--- src/rtl/hsb_pkg.sv ---
// Package: shared types of the host-bus stall bridge.
// Assumes: nothing beyond IEEE 1800-2017.
package hsb_pkg;

    // Phases of one window access as seen by the stall controller.
    typedef enum logic [1:0] {
        PH_IDLE  = 2'd0,   // no access in progress, stall may be armed
        PH_STALL = 2'd1,   // wait held low, request pending or about to be
        PH_DONE  = 2'd2    // released, waiting for the host strobes to clear
    } stall_ph_e;

endpackage

--- src/rtl/hsb_window_decode.sv ---
// Module: hsb_window_decode
// Compares the upper address bits with the window base. The match is
// qualified by the memory-request strobe. It also splits off the offset
// inside the window.
// Assumes: WIN_BASE is aligned to 2**WIN_BITS.
module hsb_window_decode #(
    parameter int ADDR_W   = 16,
    parameter int WIN_BITS = 4,
    parameter logic [ADDR_W-1:0] WIN_BASE = 16'h37E0
) (
    input  logic [ADDR_W-1:0]   addr,
    input  logic                mreq_n,
    output logic                hit,
    output logic [WIN_BITS-1:0] ofs
);
    localparam int TAG_W = ADDR_W - WIN_BITS;
    localparam logic [TAG_W-1:0] BASE_TAG = WIN_BASE[ADDR_W-1:WIN_BITS];

    // Window match: tag equal and memory request active.
    always_comb begin
        hit = (addr[ADDR_W-1:WIN_BITS] == BASE_TAG) && !mreq_n;
        ofs = addr[WIN_BITS-1:0];
    end
endmodule

--- src/rtl/hsb_stall_ctrl.sv ---
// Module: hsb_stall_ctrl
// Holds the wait flip-flop and the request flag. The stall is armed from
// the window match alone. The request is raised on the first strobe cycle
// and cleared by the servicer acknowledge. Re-arming waits until all host
// strobes are inactive.
// Assumes: the host does not drop the window address while wait is low.
module hsb_stall_ctrl
    import hsb_pkg::*;
(
    input  logic clk,
    input  logic rst_n,
    input  logic hit,
    input  logic mreq_n,
    input  logic rd_n,
    input  logic wr_n,
    input  logic ack,
    output logic wait_n,
    output logic req,
    output logic cap_en
);
    stall_ph_e ph_q;
    logic      req_q;
    logic      strobe;
    logic      quiet;

    // Strobe presence and bus-quiet detection.
    always_comb begin
        strobe = !rd_n || !wr_n;
        quiet  = mreq_n && rd_n && wr_n;
        cap_en = (ph_q == PH_STALL) && !req_q && strobe;
    end

    // Wait is pulled low at once on a match in idle, and held through the stall.
    always_comb begin
        wait_n = !((ph_q == PH_STALL) || ((ph_q == PH_IDLE) && hit));
        req    = req_q;
    end

    // Phase and request sequencing.
    always_ff @(posedge clk) begin
        if (!rst_n) begin
            ph_q  <= PH_IDLE;
            req_q <= 1'b0;
        end else begin
            case (ph_q)
                PH_IDLE: begin
                    if (hit) ph_q <= PH_STALL;
                end
                PH_STALL: begin
                    if (cap_en) begin
                        req_q <= 1'b1;
                    end else if (req_q && ack) begin
                        req_q <= 1'b0;
                        ph_q  <= PH_DONE;
                    end
                end
                PH_DONE: begin
                    if (quiet) ph_q <= PH_IDLE;
                end
                default: ph_q <= PH_IDLE;
            endcase
        end
    end

    // A pending request keeps the host stalled.
    AST_REQ_HOLDS_WAIT: assert property (@(posedge clk) disable iff (!rst_n)
        (req && !ack) |=> !wait_n);
    // Acknowledge of a pending request releases wait and request together.
    AST_ACK_RELEASES: assert property (@(posedge clk) disable iff (!rst_n)
        (req && ack) |=> (wait_n && !req));
    // A request only appears while the host is stalled.
    AST_REQ_IN_STALL: assert property (@(posedge clk) disable iff (!rst_n)
        $rose(req) |-> !wait_n);
    // No re-arm while any host strobe is still active after a release.
    AST_NO_EARLY_REARM: assert property (@(posedge clk) disable iff (!rst_n)
        ((ph_q == PH_DONE) && !quiet) |=> wait_n);
endmodule

--- src/rtl/hsb_write_capture.sv ---
// Module: hsb_write_capture
// Holding register for the access handed to the servicer: kind, window
// offset and, for writes, the data byte. It loads only on the capture
// enable from the stall controller and holds until the next capture.
// Assumes: cap_en is a single-cycle pulse per access.
module hsb_write_capture #(
    parameter int DATA_W = 8,
    parameter int OFS_W  = 4
) (
    input  logic              clk,
    input  logic              rst_n,
    input  logic              cap_en,
    input  logic              wr_n,
    input  logic [DATA_W-1:0] din,
    input  logic [OFS_W-1:0]  ofs_in,
    output logic              is_wr,
    output logic [OFS_W-1:0]  ofs,
    output logic [DATA_W-1:0] wdata
);
    // Capture kind, offset and write byte on the first strobe cycle.
    always_ff @(posedge clk) begin
        if (!rst_n) begin
            is_wr <= 1'b0;
            ofs   <= '0;
            wdata <= '0;
        end else if (cap_en) begin
            is_wr <= !wr_n;
            ofs   <= ofs_in;
            if (!wr_n) wdata <= din;
        end
    end
endmodule

--- src/rtl/hsb_read_drive.sv ---
// Module: hsb_read_drive
// Puts the servicer's byte on the host data bus during a read inside the
// window. Outside that, the output bits are zero and the enable is low, so
// the pad is tri-stated.
// Assumes: the pad combines dout and doe outside this block.
module hsb_read_drive #(
    parameter int DATA_W = 8
) (
    input  logic              hit,
    input  logic              rd_n,
    input  logic [DATA_W-1:0] rdata,
    output logic [DATA_W-1:0] dout,
    output logic              doe
);
    // Drive enable: read strobe within the window.
    always_comb doe = hit && !rd_n;

    // Gate each data bit with the drive enable.
    for (genvar i = 0; i < DATA_W; i++) begin : g_bit
        assign dout[i] = doe & rdata[i];
    end
endmodule

--- src/rtl/hostbus_stall_bridge.sv ---
// Module: hostbus_stall_bridge
// Top of the host-bus stall bridge: window decode, stall controller,
// holding register and read driver.
// Assumes: all bus inputs are synchronous to clk; svc_ack is a one-cycle
// pulse given only for a pending request.
module hostbus_stall_bridge #(
    parameter int ADDR_W   = 16,
    parameter int DATA_W   = 8,
    parameter int WIN_BITS = 4,
    parameter logic [ADDR_W-1:0] WIN_BASE = 16'h37E0
) (
    input  logic                clk,
    input  logic                rst_n,
    input  logic [ADDR_W-1:0]   bus_addr,
    input  logic                bus_mreq_n,
    input  logic                bus_rd_n,
    input  logic                bus_wr_n,
    input  logic [DATA_W-1:0]   bus_din,
    output logic [DATA_W-1:0]   bus_dout,
    output logic                bus_doe,
    output logic                bus_wait_n,
    output logic                svc_req,
    output logic                svc_is_wr,
    output logic [WIN_BITS-1:0] svc_ofs,
    output logic [DATA_W-1:0]   svc_wdata,
    input  logic [DATA_W-1:0]   svc_rdata,
    input  logic                svc_ack
);
    logic                win_hit;
    logic [WIN_BITS-1:0] win_ofs;
    logic                cap_en;

    hsb_window_decode #(
        .ADDR_W   (ADDR_W),
        .WIN_BITS (WIN_BITS),
        .WIN_BASE (WIN_BASE)
    ) u_decode (
        .addr   (bus_addr),
        .mreq_n (bus_mreq_n),
        .hit    (win_hit),
        .ofs    (win_ofs)
    );

    hsb_stall_ctrl u_ctrl (
        .clk    (clk),
        .rst_n  (rst_n),
        .hit    (win_hit),
        .mreq_n (bus_mreq_n),
        .rd_n   (bus_rd_n),
        .wr_n   (bus_wr_n),
        .ack    (svc_ack),
        .wait_n (bus_wait_n),
        .req    (svc_req),
        .cap_en (cap_en)
    );

    hsb_write_capture #(
        .DATA_W (DATA_W),
        .OFS_W  (WIN_BITS)
    ) u_capture (
        .clk    (clk),
        .rst_n  (rst_n),
        .cap_en (cap_en),
        .wr_n   (bus_wr_n),
        .din    (bus_din),
        .ofs_in (win_ofs),
        .is_wr  (svc_is_wr),
        .ofs    (svc_ofs),
        .wdata  (svc_wdata)
    );

    hsb_read_drive #(
        .DATA_W (DATA_W)
    ) u_read (
        .hit   (win_hit),
        .rd_n  (bus_rd_n),
        .rdata (svc_rdata),
        .dout  (bus_dout),
        .doe   (bus_doe)
    );

    // Wait falls only when the decoder reports a window match.
    AST_WAIT_FROM_MATCH: assert property (@(posedge clk) disable iff (!rst_n)
        $fell(bus_wait_n) |-> win_hit);
    // The captured access is frozen while the request is pending.
    AST_LATCH_HELD: assert property (@(posedge clk) disable iff (!rst_n)
        (svc_req && $past(svc_req)) |-> ($stable(svc_wdata) && $stable(svc_ofs)));
    // The bus is never driven during a host write.
    AST_NO_DRIVE_ON_WRITE: assert property (@(posedge clk) disable iff (!rst_n)
        bus_doe |-> bus_wr_n);
endmodule

--- config.mk ---
export PLATFORM = sky130hd
export DESIGN_NAME = hostbus_stall_bridge
export DESIGN_NICKNAME = d
export VERILOG_FILES = /design/src/rtl/hsb_pkg.sv /design/src/rtl/hsb_window_decode.sv /design/src/rtl/hsb_stall_ctrl.sv /design/src/rtl/hsb_write_capture.sv /design/src/rtl/hsb_read_drive.sv /design/src/rtl/hostbus_stall_bridge.sv
export SDC_FILE = /design/constraint.sdc
export NUM_CORES = 1
export LEC_CHECK = 0
export ABC_AREA = 1
export ABC_CLOCK_PERIOD_IN_PS = 1550
export BUFFER_PORTS_ARGS = -buffer_cell sky130_fd_sc_hd__buf_2
export CAP_MARGIN = 10
export CORE_ASPECT_RATIO = 1.1
export CORE_MARGIN = 10
export CORE_UTILIZATION = 39
export DETAILED_ROUTE_END_ITERATION = 10
export HOLD_SLACK_MARGIN = 0.03
export PLACE_DENSITY = 0.79
export SYNTH_ARGS = -nofsm -noshare
export SYNTH_HDL_FRONTEND = slang
export SYNTH_SLANG_ARGS = --single-unit
--- constraint.sdc ---
create_clock -name clk -period 1.55 [get_ports clk]
set_input_delay 0.0775 -clock clk [delete_from_list [all_inputs] [get_ports clk]]
set_output_delay 0.0775 -clock clk [all_outputs]
set_load 0.01 [all_outputs]
==> flow_summary.ini <==
[sta]
slew_headroom_pct = 78.8
period_minus_slack_ps = 1400
hold_violations = 0
rsz0062_at_grt = false
fmax_ghz = 0.712
drv_slew = 0
finalCritPeriodShare_pct = 90.6
worst_pin_slew_ps = 319
timing.final.ws_setup_ps = 146
fin_setup_tns_ps = 0
skew_ps = 2.61
setup_viol = 0

[clock_tree]
cts_buffers = 3
cts_tree = done
htree_levels = 1
cts_sinks = 16
clock_path_buffers = 2
clock_latency_ps = 280
clk_pin_slew_ps = 90
clock-root-buffer = clkbuf_4

[logic_synthesis]
synthCells = 129
syn_nets = 167
seq_area_frac_synth_pct = 39.1
yosys_warnings = 0
syn_area_per_cell_um2 = 6.34
syn_area_um2 = 818
synth_cell_types = 16
synth_seq_cells = 16

[place]
hpwl_um = 2050
place.gp.congestion = 0.848
place_ws_ps = 136
port_buffers = 61
placed_cell_area_mm2 = 0.00113

[floorplanning]
rows = 17
die_w_um = 63.7
coreArea_mm2 = 0.00200
die-area_mm2 = 0.00433
die_h_um = 68.0
ios = 62
start_util_pct = 40.9

[drt]
dr.first_iter.drc_count = 36
route.detailed.drc = 0
met3WireLength_um = 269
drt_wl_total_um = 2450
drt_first_pass_iters = 4
avgRoutedWirePerCell_um = 10.9
postRouteAntennaNets = 0
route.met2.wl_um = 1050
m1WireLength_um = 1110
via_per_inst = 4.17
vias = 939
routed.top_layer = met4

[layout]
finalNetCount = 237
stdcell_area_mm2 = 0.00122
final_util_pct = 61.1
diodes = 0
drive_gt1_share_pct = 36.5
area_delta_synth_final_pct = 49.2

[setup_path]
cp-startpoint = u_ctrl.ph_q[0]$_SDFFE_PN0P_
cp_max_fo = 17
end_kind = flop
reg2reg_depth = 7
critPathLaunchType = flop
r2r_end = u_capture.wdata[1]$_SDFFE_PN0P_
crit_required_ps = 1760
reg2reg_slack_ps = 150
worstPathArrival_ps = 1620
r2r-start = u_ctrl.ph_q[0]$_SDFFE_PN0P_
path_class = reg -> reg

[grt]
antenna_found_initial = 0
track_usage_pct = 10.8
grt_max_degree = 18
grt_pass1_vias = 839
grt_first_pass_wirelength_um = 3760
grt-ovfl-total = 0

[min_path]
hp-start = bus_din[5]
worstHoldPathCells = 3
worstHoldEndpoint = u_capture.wdata[5]$_SDFFE_PN0P_
min_path_type = in -> reg

[pwr]
total_power_uw = 702
power.leakage_nw = 0.723
power.density_mw_per_mm2 = 575
ir_worst_vdd_mv = 0.406

[flow_run]
maxCapViolations = 0

[outcome]
status = complete, no violations
[registers in the layout, summed over array words and instances (netlist names)]
| signal | cells |
|---|---|
| u_ctrl.req | 1 |
| u_capture.wdata | 8 |
| u_capture.is_wr | 1 |
| u_capture.ofs | 4 |
| u_ctrl.ph_q | 2 |
[cell families (layout without fill, tap and decap cells)]
family	count (synthesis)	count (layout)	share of synthesized area, %
AND/OR/NAND/NOR	74	74	39.3
flip-flops	16	16	39.1
buffers and inverters	30	98	16.1
AO/OA/AOI/OAI	9	9	5.50
[cell type report]
class,instances,area [um2]
repair buffers,68,375
inverters,27,101
fillers,209,778
flip-flops and latches,16,320
multi-input cells,83,367
clock buffers,3,22.5
well taps,28,35.0
[through the flow]
step	instances	hold slack [ps]
finish	225	36.9
global route	225	54.1
CTS	225	35.1
detailed placement	215	305
global placement	215	302
floorplan	129	209
[metal layers]
metal / global-route usage [%] / vias to the layer above
met3: 5.06 / 2
met4: 4.92 / 0
li1: - / 510
met2: 17.0 / 45
met1: 12.3 / 382
met5: 0 / -
[where the power goes]
group	switching, mW	internal (mW)	leakage, nW	total, mW
clock	0.118	0.0901	0.0138	0.209
combinational	0.0321	0.0505	0.581	0.0826
sequential	0.0000255	0.411	0.129	0.411
total	0.151	0.551	0.723	0.702
[worst max-delay path: stages (launching register included)]
cell     delay, ps
dfxtp_1        350
inv_2           60
nor2_4         130
nand3_4        110
or2_2          430
nand2_1        100
nand2_1         50
nor2_1         110
[synth_stat cells]
master,n,area [um2]
inv_1,26,97.6
nor2_4,1,11.3
nand2_2,1,6.26
or2_1,1,6.26
nor2_2,2,12.5
buf_6,2,22.5
nand2_4,1,11.3
dfxtp_1,16,320
nand2_1,26,97.6
nor2_1,37,139
nand3_1,4,20.0
nand3_4,1,17.5
a21oi_1,4,20.0
o21ai_0,5,25.0
buf_4,1,7.51
inv_2,1,3.75
[worst max path at each step]
stage | to | slack (ps) | cells after the start
after detailed placement | u_capture.wdata[2]$_SDFFE_PN0P_ | 140 | 6
after CTS | u_capture.wdata[2]$_SDFFE_PN0P_ | 120 | 6
after global placement | u_capture.wdata[0]$_SDFFE_PN0P_ | 190 | 6
after floorplan | u_capture.wdata[6]$_SDFFE_PN0P_ | 260 | 8
after global routing | u_capture.wdata[1]$_SDFFE_PN0P_ | 20 | 7
final | u_capture.wdata[1]$_SDFFE_PN0P_ | 150 | 7
[placed cells by master (no fill, tap or decap)]
cell type	count
a21oi_1	4
dfxtp_1	16
nand2_1	26
nor2_4	1
o21ai_0	5
inv_2	1
buf_2	61
inv_1	26
dlygate4sd3_1	7
clkbuf_4	3
nor2_2	2
nand2_4	1
nand3_4	1
nor2_1	37
nand2_2	1
or2_2	1
nand3_1	4
[timing repair]
item,in CTS,in global routing
buffers inserted,0,0
setup endpoints to repair,0,5
endpoints found under the hold margin,7,0
hold buffers,7,0
gates resized for setup,0,1
(Power assumes the default switching activity.)
